File: config.mk
export PLATFORM = sky130hd
export DESIGN_NAME = cart_cpu_banker
export DESIGN_NICKNAME = d
export VERILOG_FILES = /design/src/rtl/cpu_bank_pkg.sv /design/src/rtl/cpu_reg_decode.sv /design/src/rtl/cpu_reg_bank.sv /design/src/rtl/cpu_prg_xlate.sv /design/src/rtl/cart_cpu_banker.sv
export SDC_FILE = /design/constraint.sdc
export NUM_CORES = 1
export LEC_CHECK = 0
export ABC_AREA = 1
export CORE_AREA = 5 5 83 124
export CTS_BUF_LIST = sky130_fd_sc_hd__clkbuf_16
export DETAILED_ROUTE_END_ITERATION = 7
export DIE_AREA = 0 0 88 129
export PLACE_DENSITY = 0.79
export SYNTH_ARGS = -nofsm -noshare
export SYNTH_HDL_FRONTEND = slang
export SYNTH_SLANG_ARGS = --single-unit
File: constraint.sdc
create_clock -name clk -period 1.04 [get_ports clk]
set_input_delay 0.26 -clock clk [delete_from_list [all_inputs] [get_ports clk]]
set_output_delay 0.26 -clock clk [all_outputs]
set_load 0.005 [all_outputs]
File: src/rtl/cpu_bank_pkg.sv
`timescale 1ns/1ps
package cpu_bank_pkg;

  // Register window: address bits 15:4 match this tag
  localparam logic [11:0] WIN_TAG = 12'h7EF;

  // Slot layout inside the window (low nibble of the address)
  localparam int NUM_SLOTS = 13;
  localparam int CHR_FIRST = 0;
  localparam int CHR_COUNT = 6;
  localparam int CTRL_SLOT = 6;
  localparam int KEY_FIRST = 7;
  localparam int KEY_COUNT = 3;
  localparam int SEL_FIRST = 10;
  localparam int SEL_COUNT = 3;

  localparam int DATA_W    = 8;
  localparam int SEL_W     = 6;   // bank number = data[7:2]
  localparam int PAGE_BITS = 13;  // 8 KiB pages

  typedef struct packed {
    logic chr_layout;
    logic mirror_vert;
  } ctrl_t;

  // Bank arithmetic: raw selector folded into the configured bank count
  function automatic int unsigned wrap_bank(input logic [SEL_W-1:0] raw,
                                            input int unsigned count);
    return int'(raw) % count;
  endfunction

  // Selector value kept from a written byte
  function automatic logic [SEL_W-1:0] sel_from_byte(input logic [DATA_W-1:0] d);
    return d[DATA_W-1:2];
  endfunction

endpackage

File: src/rtl/cpu_reg_decode.sv
`timescale 1ns/1ps
module cpu_reg_decode
  import cpu_bank_pkg::*;
(
  input  logic                 clk,
  input  logic                 rst_n,
  input  logic [15:0]          cpu_addr,
  input  logic                 cpu_wr,
  output logic [NUM_SLOTS-1:0] slot_we
);

  logic win_hit;
  assign win_hit = (cpu_addr[15:4] == WIN_TAG);

  genvar s;
  generate
    for (s = 0; s < NUM_SLOTS; s++) begin : g_slot
      assign slot_we[s] = cpu_wr && win_hit && (cpu_addr[3:0] == 4'(s));
    end
  endgenerate

  // A strobe only ever comes from a CPU write into page 0x7E
  assert_strobe_source_R9: assert property (@(posedge clk) disable iff (!rst_n)
    (|slot_we) |-> (cpu_wr && cpu_addr[15:8] == 8'h7E));

endmodule

File: src/rtl/cpu_reg_bank.sv
`timescale 1ns/1ps
module cpu_reg_bank
  import cpu_bank_pkg::*;
(
  input  logic                           clk,
  input  logic                           rst_n,
  input  logic [NUM_SLOTS-1:0]           slot_we,
  input  logic [DATA_W-1:0]              wdata,
  output logic [CHR_COUNT*DATA_W-1:0]    chr_flat,
  output ctrl_t                          ctrl_q,
  output logic [KEY_COUNT*DATA_W-1:0]    key_flat,
  output logic [SEL_COUNT*SEL_W-1:0]     sel_flat
);

  genvar i;
  generate
    for (i = 0; i < CHR_COUNT; i++) begin : g_chr
      logic [DATA_W-1:0] q;
      always_ff @(posedge clk or negedge rst_n) begin
        if (!rst_n)                    q <= '0;
        else if (slot_we[CHR_FIRST+i]) q <= wdata;
      end
      assign chr_flat[i*DATA_W +: DATA_W] = q;

      assert_chr_load_R2: assert property (@(posedge clk) disable iff (!rst_n)
        slot_we[CHR_FIRST+i] |=> (chr_flat[i*DATA_W +: DATA_W] == $past(wdata)));
    end

    for (i = 0; i < KEY_COUNT; i++) begin : g_key
      logic [DATA_W-1:0] q;
      always_ff @(posedge clk or negedge rst_n) begin
        if (!rst_n)                    q <= '0;
        else if (slot_we[KEY_FIRST+i]) q <= wdata;
      end
      assign key_flat[i*DATA_W +: DATA_W] = q;
    end

    for (i = 0; i < SEL_COUNT; i++) begin : g_sel
      logic [SEL_W-1:0] q;
      always_ff @(posedge clk or negedge rst_n) begin
        if (!rst_n)                    q <= '0;
        else if (slot_we[SEL_FIRST+i]) q <= sel_from_byte(wdata);
      end
      assign sel_flat[i*SEL_W +: SEL_W] = q;

      assert_sel_load_R5: assert property (@(posedge clk) disable iff (!rst_n)
        slot_we[SEL_FIRST+i] |=> (sel_flat[i*SEL_W +: SEL_W] == $past(wdata[DATA_W-1:2])));
    end
  endgenerate

  always_ff @(posedge clk or negedge rst_n) begin
    if (!rst_n) begin
      ctrl_q <= '0;
    end else if (slot_we[CTRL_SLOT]) begin
      ctrl_q.mirror_vert <= wdata[0];
      ctrl_q.chr_layout  <= wdata[1];
    end
  end

  assert_ctrl_load_R3: assert property (@(posedge clk) disable iff (!rst_n)
    slot_we[CTRL_SLOT] |=> (ctrl_q == {$past(wdata[1]), $past(wdata[0])}));

  assert_hold_idle_R9: assert property (@(posedge clk) disable iff (!rst_n)
    !(|slot_we) |=> ($stable(chr_flat) && $stable(ctrl_q) &&
                     $stable(key_flat) && $stable(sel_flat)));

endmodule

File: src/rtl/cpu_prg_xlate.sv
`timescale 1ns/1ps
module cpu_prg_xlate
  import cpu_bank_pkg::*;
#(
  parameter  int PRG_BANKS  = 64,
  localparam int BANK_W     = $clog2(PRG_BANKS),
  localparam int ROM_ADDR_W = BANK_W + PAGE_BITS
)(
  input  logic                       clk,
  input  logic                       rst_n,
  input  logic [15:0]                cpu_addr,
  input  logic                       cpu_rd,
  input  logic [SEL_COUNT*SEL_W-1:0] sel_flat,
  output logic [ROM_ADDR_W-1:0]      rom_addr,
  output logic                       rom_rd,
  output logic                       open_bus
);

  localparam logic [BANK_W-1:0] LAST_BANK = BANK_W'(PRG_BANKS - 1);

  // Per-page folded banks
  logic [BANK_W-1:0] page_bank [4];

  genvar p;
  generate
    for (p = 0; p < SEL_COUNT; p++) begin : g_page
      assign page_bank[p] = BANK_W'(wrap_bank(sel_flat[p*SEL_W +: SEL_W], PRG_BANKS));
    end
  endgenerate
  assign page_bank[3] = LAST_BANK;

  logic [BANK_W-1:0] cur_bank;
  assign cur_bank = page_bank[cpu_addr[14:13]];
  assign rom_addr = {cur_bank, cpu_addr[PAGE_BITS-1:0]};

  logic in_rom, in_hole;
  assign in_rom  = cpu_addr[15];
  assign in_hole = (cpu_addr[15:12] == 4'h7) && (cpu_addr[11:10] != 2'b00);

  assign rom_rd   = cpu_rd && in_rom;
  assign open_bus = cpu_rd && in_hole;

  assert_fixed_top_R6: assert property (@(posedge clk) disable iff (!rst_n)
    (rom_rd && cpu_addr[15:13] == 3'b111) |->
      (rom_addr[ROM_ADDR_W-1:PAGE_BITS] == BANK_W'(PRG_BANKS - 1)));

  assert_open_excl_R7: assert property (@(posedge clk) disable iff (!rst_n)
    open_bus |-> (cpu_rd && !rom_rd && cpu_addr[15:10] >= 6'h1D && cpu_addr[15:10] <= 6'h1F));

  assert_rom_rd_R8: assert property (@(posedge clk) disable iff (!rst_n)
    rom_rd |-> (cpu_rd && cpu_addr >= 16'h8000));

endmodule

File: src/rtl/cart_cpu_banker.sv
`timescale 1ns/1ps
module cart_cpu_banker
  import cpu_bank_pkg::*;
#(
  parameter  int PRG_BANKS  = 64,
  localparam int ROM_ADDR_W = $clog2(PRG_BANKS) + 13
)(
  input  logic                  clk,
  input  logic                  rst_n,
  input  logic [15:0]           cpu_addr,
  input  logic [7:0]            cpu_wdata,
  input  logic                  cpu_rd,
  input  logic                  cpu_wr,
  output logic [ROM_ADDR_W-1:0] rom_addr,
  output logic                  rom_rd,
  output logic                  open_bus,
  output logic [47:0]           chr_banks,
  output logic                  chr_layout,
  output logic                  mirror_vert,
  output logic [23:0]           unlock_keys
);

  logic [NUM_SLOTS-1:0]       slot_we;
  ctrl_t                      ctrl_q;
  logic [SEL_COUNT*SEL_W-1:0] sel_flat;

  cpu_reg_decode u_decode (
    .clk      (clk),
    .rst_n    (rst_n),
    .cpu_addr (cpu_addr),
    .cpu_wr   (cpu_wr),
    .slot_we  (slot_we)
  );

  cpu_reg_bank u_regs (
    .clk      (clk),
    .rst_n    (rst_n),
    .slot_we  (slot_we),
    .wdata    (cpu_wdata),
    .chr_flat (chr_banks),
    .ctrl_q   (ctrl_q),
    .key_flat (unlock_keys),
    .sel_flat (sel_flat)
  );

  cpu_prg_xlate #(.PRG_BANKS(PRG_BANKS)) u_xlate (
    .clk      (clk),
    .rst_n    (rst_n),
    .cpu_addr (cpu_addr),
    .cpu_rd   (cpu_rd),
    .sel_flat (sel_flat),
    .rom_addr (rom_addr),
    .rom_rd   (rom_rd),
    .open_bus (open_bus)
  );

  assign chr_layout  = ctrl_q.chr_layout;
  assign mirror_vert = ctrl_q.mirror_vert;

endmodule

==> impl_metrics.py, run 1 <==
metrics = {
    "cells_and_area": {
        "design_area_mm2": 0.00789,
        "syn2layout_area_growth_pct": 85.8,
        "finish.utilization_pct": 86.8,
        "drive_above_1_share_pct": 64.6,
        "final_nets": 781,
        "diodes": 0,
        "fillers": 379,
    },
    "drt": {
        "routed_wl_mm": 22.5,
        "first_pass_iters": 6,
        "drcViolationCount": 0,
        "vias": 5442,
        "avgRoutedWirePerCell_um": 25.9,
        "drt_iter0_markers": 561,
        "via_per_inst": 6.26,
        "antenna_left": 0,
    },
    "sta": {
        "tightest_slew_ns": 0.257,
        "period_needed_ns": 1.45,
        "setup_violations": 174,
        "tns_ns": -27.87,
        "rsz0062_at_grt": "yes",
        "holdWs_ns": 0.304,
        "fmax_ghz": 0.690,
        "fin_ws_ns": -0.410,
        "period_share_pct": 139,
        "slew_headroom_pct": 82.8,
        "slew_viol_final": 0,
        "skew_ns": 0,
        "hold_viol": 0,
    },
    "cts": {
        "clk_pin_slew_ns": 0.07,
        "cts_root_buf": "clkbuf_16",
        "cts_made_buffers": 9,
        "cts_tree": "built",
        "cts_sinks": 92,
        "clockBufferDepth": 2,
        "htreeDepth": 3,
        "clock_latency_ns": 0.35,
    },
    "grt": {
        "grt_pass1_vias": 5195,
        "grt_overflow": 0,
        "grt_max_degree": 37,
        "grt_pass1_wl_mm": 28.8,
        "grt_usage_pct": 34.3,
        "grt_antenna_before_repair": 0,
    },
    "yosys": {
        "syn_area_per_cell_um2": 8.63,
        "yosysUniqueCellTypes": 18,
        "yosys.area.top_type": "dfrtp_1",
        "seq_area_frac_synth_pct": 54.2,
        "ys.flop_type": "dfrtp_1",
        "synth_warnings": 0,
        "syn_area_mm2": 0.00425,
        "synthCells": 492,
        "yosys-top-cells-count": "204 x nand2_1, 97 x nand3_1, 92 x dfrtp_1, 15 x buf_4, 15 x inv_1",
        "synth_area_leaders": "dfrtp_1 54%, nand2_1 18%, nand3_1 11%",
        "async_flop_share_pct": 100,
        "synth.most_common_cell": "nand2_1",
        "syn_nets": 520,
        "yosysTopAreaCellShare_pct": 54.2,
        "synth_edf_count": 0,
        "synth-seq-cells": 92,
    },
    "setup_path": {
        "criticalPathCategory": "register to output pin",
        "end_kind": "output pin",
        "max_stage_delay_ns": 0.43,
        "cp_max_fo": 2,
        "crit_path_start_kind": "register",
        "regToRegSetupSlack_ns": -0.02,
        "critical_path.slowest_cell": "dfrtp_1",
        "path_cells": "nor3_2 > a21oi_1 > buf_2",
        "r2r-start": "u_regs.ctrl_q[0]$_DFFE_PN0P_",
        "r2r_end": "u_regs.ctrl_q[0]$_DFFE_PN0P_",
        "crit_arrival_ns": 1.19,
        "r2r_cells": 5,
        "worstPathRequired_ns": 0.78,
    },
    "hold_path": {
        "hold_class": "input port to async pin",
    },
    "placement": {
        "placed_area_mm2": 0.00590,
        "numPortBuffers": 122,
        "hpwl_mm": 9.03,
        "gp_congestion": 0.836,
    },
    "floorplan": {
        "pin_count": 123,
        "die_y_um": 129,
        "start_util_pct": 46.7,
        "num_rows": 43,
        "dieArea_mm2": 0.0114,
        "die_x_um": 88,
        "core_mm2": 0.00909,
    },
    "pwr": {
        "sw_frac_of_total_pct": 26.4,
        "power.density_mw_per_mm2": 986,
        "p_leak_nw": 4.04,
        "internal_power_mw": 5.73,
        "pwr-share-clk_pct": 43.7,
        "sequentialPowerShare_pct": 46.0,
        "netSwitchingPower_mw": 2.06,
        "comb_power_share_pct": 10.3,
        "p_total_mw": 7.78,
        "vdd_ir_drop_max_mv": 1.25,
    },
    "run": {
        "cap_violations": 0,
    },
    "status": {
        "failed_checks": "setup timing",
        "status": "finished with violations",
    },
}
==> placed cells by master, fill, tap and decap left out, drive strengths merged <==
| cell | instances |
|---|---|
| nor2 | 19 |
| buf | 256 |
| nand2 | 205 |
| bufinv | 1 |
| clkinvlp | 2 |
| clkdlybuf4s50 | 8 |
| clkinv | 4 |
| o21ai | 1 |
| dlygate4sd2 | 13 |
| a21oi | 12 |
| nand3 | 107 |
| inv | 15 |
| clkdlybuf4s15 | 5 |
| dfrtp | 92 |
| nor3 | 6 |
| clkbuf | 11 |
| dlygate4sd3 | 1 |
==> critical path: cells and delay by family (launching register included) <==
family                 cells  cell delay (ns)
DFF                        1             0.43
and+or+nand+nor            1             0.18
buffers and inverters      1             0.15
AOI/OAI and AO/OA          1             0.08
==> cell families after synthesis <==
family	Yosys count	share of synthesized area, %
buffers and inverters	50	7.63
AND/OR/NAND/NOR	337	36.6
AO/OA/AOI/OAI	13	1.53
flip-flops	92	54.2
==> through the flow <==
step                      setup slack (ns)  instances
after CTS                           -0.354        832
after floorplan                     -0.139        492
after global placement              -0.913        743
final                               -0.410        870
after detailed placement            -0.950        743
after global routing                -0.443        870
==> flip-flops by register name, summed over array words and instances, names as in the netlist <==
signal / count
u_regs.ctrl_q: 2
u_regs.g_sel.q: 18
u_regs.g_key.q: 24
u_regs.g_chr.q: 48
==> power by group through the flow <==
stage                     clock, mW  combinational, mW  sequential (mW)
after CTS                      3.29              0.694             3.58
after detailed placement          0              0.634             3.65
after floorplan                   0              0.204             3.65
final                          3.40              0.803             3.58
after global placement            0              0.621             3.65
after global routing           3.50              0.841             3.58
==> routing by layer <==
metal  global-route usage, %  wire (um)  up-vias
met5                       0          0        -
met4                    22.2       2180        0
met3                    8.71       2070      205
met2                    56.8      10800      524
met1                    38.6       7410     2600
li1                        -          -     2113
==> how the worst max path moves through the flow <==
stage,start,end,slack [ns],depth (start not counted)
after floorplan,cpu_addr[14],u_regs.g_key[2].q[0]$_DFFE_PN0P_,-0.14,9
after global placement,cpu_addr[13],rom_addr[13],-0.91,6
after detailed placement,cpu_addr[13],rom_addr[17],-0.95,6
after CTS,u_regs.g_sel[2].q[0]$_DFFE_PN0P_,rom_addr[13],-0.35,3
after global routing,u_regs.g_sel[2].q[5]$_DFFE_PN0P_,rom_addr[18],-0.44,3
final,u_regs.g_sel[2].q[3]$_DFFE_PN0P_,rom_addr[16],-0.41,3
==> repair_timing <==
item / 4_1_cts / 5_1_grt
gates cloned: 15 / 1
pin swaps: 106 / 69
endpoints found under the hold margin: 11 / 0
setup endpoints to repair: 187 / 175
setup buffers: 57 / 48
hold buffers: 1 / 0
gates resized for setup: 557 / 133
==> area by class of cell <==
type                       instances  area [um2]  share of cell area [%]
tap                              112         140                    1.78
clock buffer                       9         225                    2.85
sequential                        92        2300                    29.2
inverter                          15        63.8                   0.808
multi-input combinational        350        2600                    32.9
timing repair buffer             285        2500                    31.6
clock inverter                     7        67.6                   0.856
(Power assumes the default switching activity.)
==> run 2: changes to the inputs <==
==> constraint.sdc (replaced) <==
create_clock -name clk -period 1.4 [get_ports clk]
set_input_delay 0.35 -clock clk [delete_from_list [all_inputs] [get_ports clk]]
set_output_delay 0.35 -clock clk [all_outputs]
set_load 0.005 [all_outputs]
==> run 2 against run 1 <==
The run still ends with setup timing left. First-iteration DRC count down 46%. Core utilization shrank 15 points. Sequential cell count did not move. Critical path depth did not move. Die area unchanged. Sequential share of layout area up 6.3 points. Global-route usage down 9.3 points. Clock power decreased by 20%. Largest cell class is now registers. Highest routed layer unchanged.
==> impl_metrics.py, run 2 (same netlist as run 1, synthesis figures left out) <==
metrics = {
    "cts": {
        "clk_pin_slew_ns": 0.06,
        "htreeDepth": 3,
        "cts_root_buf": "clkbuf_16",
        "cts_hold_buf": 0,
        "clock_latency_ns": 0.34,
        "cts_tree": "built",
        "cts_made_buffers": 9,
        "clockBufferDepth": 2,
        "cts_sinks": 92,
    },
    "sta": {
        "fin_ws_ns": -0.0602,
        "hold_viol": 0,
        "period_needed_ns": 1.46,
        "setup_violations": 6,
        "tightest_slew_ns": 0.490,
        "skew_ns": 0,
        "rsz0062_at_grt": "yes",
        "fmax_ghz": 0.685,
        "period_share_pct": 104,
        "slew_viol_final": 0,
        "slew_headroom_pct": 67.3,
    },
    "cells_and_area": {
        "layout_common_cells": "196 x nand2_1, 95 x dlygate4sd2_1, 92 x dfrtp_1",
        "finish.utilization_pct": 71.5,
        "final_common_cell": "nand2_1",
        "top_regs": "u_regs.g_chr.q: 48 flops, u_regs.g_key.q: 24 flops, u_regs.g_sel.q: 18 flops",
        "design_area_mm2": 0.00650,
        "final_nets": 683,
        "fillers": 708,
        "syn2layout_area_growth_pct": 53.0,
        "largest_reg_flops": 48,
        "register_area_mm2": 0.00230,
        "multiInputGateArea_mm2": 0.00175,
        "regMostFlops": "u_regs.g_chr.q",
        "final_cells": 773,
        "drive_above_1_share_pct": 22.3,
    },
    "drt": {
        "drt_iter0_markers": 302,
        "routed-wl-met2_mm": 7.17,
        "avgRoutedWirePerCell_um": 17.7,
        "first_pass_iters": 5,
        "via_per_inst": 5.35,
        "top_layer": "met4",
        "vias": 4132,
        "drt-met1-wl_mm": 5.25,
        "routed_wl_mm": 13.7,
        "drcViolationCount": 0,
        "antenna_left": 0,
        "met3_length_um": 754,
    },
    "grt": {
        "grt_antenna_before_repair": 0,
        "grt_overflow": 0,
        "grt_pass1_vias": 4233,
        "grt_usage_pct": 25.0,
        "grt_pass1_wl_mm": 21.5,
        "grt_max_degree": 93,
    },
    "setup_path": {
        "end_kind": "output pin",
        "crit_arrival_ns": 1.11,
        "worstPathRequired_ns": 1.05,
        "crit_path_start_kind": "register",
        "cp_max_fo": 2,
        "criticalPathCategory": "register to output pin",
    },
    "placement": {
        "placed_area_mm2": 0.00579,
        "dp.cells": 729,
        "gp_congestion": 0.794,
        "numPortBuffers": 122,
        "hpwl_mm": 8.56,
    },
    "pwr": {
        "power.density_mw_per_mm2": 899,
        "internal_power_mw": 4.58,
        "p_leak_nw": 3.69,
        "pwr-share-clk_pct": 46.5,
        "vdd_ir_drop_max_mv": 0.693,
        "comb_power_share_pct": 7.9,
        "sw_frac_of_total_pct": 21.5,
        "sequentialPowerShare_pct": 45.5,
        "netSwitchingPower_mw": 1.26,
    },
    "floorplan": {
        "start_util_pct": 46.7,
        "dieArea_mm2": 0.0114,
        "die_y_um": 129,
        "pin_count": 123,
        "core_mm2": 0.00909,
        "num_rows": 43,
        "die_x_um": 88,
    },
    "hold_path": {
        "hold_class": "input port to async pin",
    },
    "status": {
        "status": "finished with violations",
        "failed_checks": "setup timing",
    },
    "run": {
        "cap_violations": 0,
    },
}
## run 2: cell count changes in the layout (fill, tap and decap cells not counted), moves of 11 or more
cell	before	now
nand3_1	4	91
buf_2	90	8
dlygate4sd2_1	13	95
buf_4	112	36
nand2_1	132	196
nand3_2	69	5
nand2_2	66	9
nand3_4	34	11
buf_6	19	8
## run 2: routing by layer
metal	track usage (%)	vias to the layer above
met5	0	-
met4	13.5	0
met3	4.36	34
met2	42.3	175
met1	29.9	2009
li1	-	1914
## run 2: metrics by stage
step           power, mW  hold slack [ns]  setup WS, ns  setup TNS, ns
2_1_floorplan       2.86           0.0544        0.0736              0
3_3_place_gp        3.16            0.423        -0.704         -65.92
3_5_place_dp        3.17            0.433        -0.735         -68.16
4_1_cts             5.85           0.0669       -0.0628         -0.227
5_1_grt             5.99           0.0655        -0.109         -0.604
6_report            5.84           0.0300       -0.0602         -0.195
## run 2: power by group through the flow
stage / Combinational [mW] / Sequential (mW) / Clock (mW)
2_1_floorplan: 0.145 / 2.71 / 0
3_3_place_gp: 0.455 / 2.71 / 0
3_5_place_dp: 0.464 / 2.71 / 0
4_1_cts: 0.456 / 2.66 / 2.73
5_1_grt: 0.500 / 2.66 / 2.83
6_report: 0.464 / 2.66 / 2.72
## run 2: worst max-delay path: stages (launching register included)
cell and delay, ns:
dfrtp_1 0.39, nor3_2 0.19, a21oi_1 0.06, buf_2 0.13
## run 2: layout make-up
class	instances	area share [%]
clock inverter	7	1.66
clock buffer	9	3.46
inverter	15	0.866
timing repair buffer	187	29.5
multi-input combinational	350	26.9
antenna	1	0.0385
sequential	92	35.4
tap	112	2.16
## run 2: repair_timing
| item | in CTS | in global routing |
|---|---|---|
| setup buffers | 18 | 4 |
| gates resized for setup | 186 | 23 |
| pin swaps | 21 | 17 |
| setup endpoints to repair | 187 | 78 |
| gates cloned | 4 | 2 |
## run 2: final timing paths
check | slack (ns) | to | startpoint | cells after the start
worst min register to register | 0.47 | u_regs.g_chr[5].q[2]$_DFFE_PN0P_ | u_regs.g_chr[5].q[2]$_DFFE_PN0P_ | 2
max in group asynchronous | 0.98 | u_regs.g_chr[2].q[1]$_DFFE_PN0P_ | rst_n | 2
worst max-delay path | -0.06 | rom_addr[17] | u_regs.g_sel[2].q[4]$_DFFE_PN0P_ | 3
min in group clk | 0.47 | u_regs.g_chr[5].q[2]$_DFFE_PN0P_ | u_regs.g_chr[5].q[2]$_DFFE_PN0P_ | 2
worst max register to register | 0.53 | u_regs.g_sel[2].q[4]$_DFFE_PN0P_ | u_regs.g_sel[2].q[4]$_DFFE_PN0P_ | 4
worst min-delay path | 0.03 | u_regs.g_chr[0].q[6]$_DFFE_PN0P_ | rst_n | 2
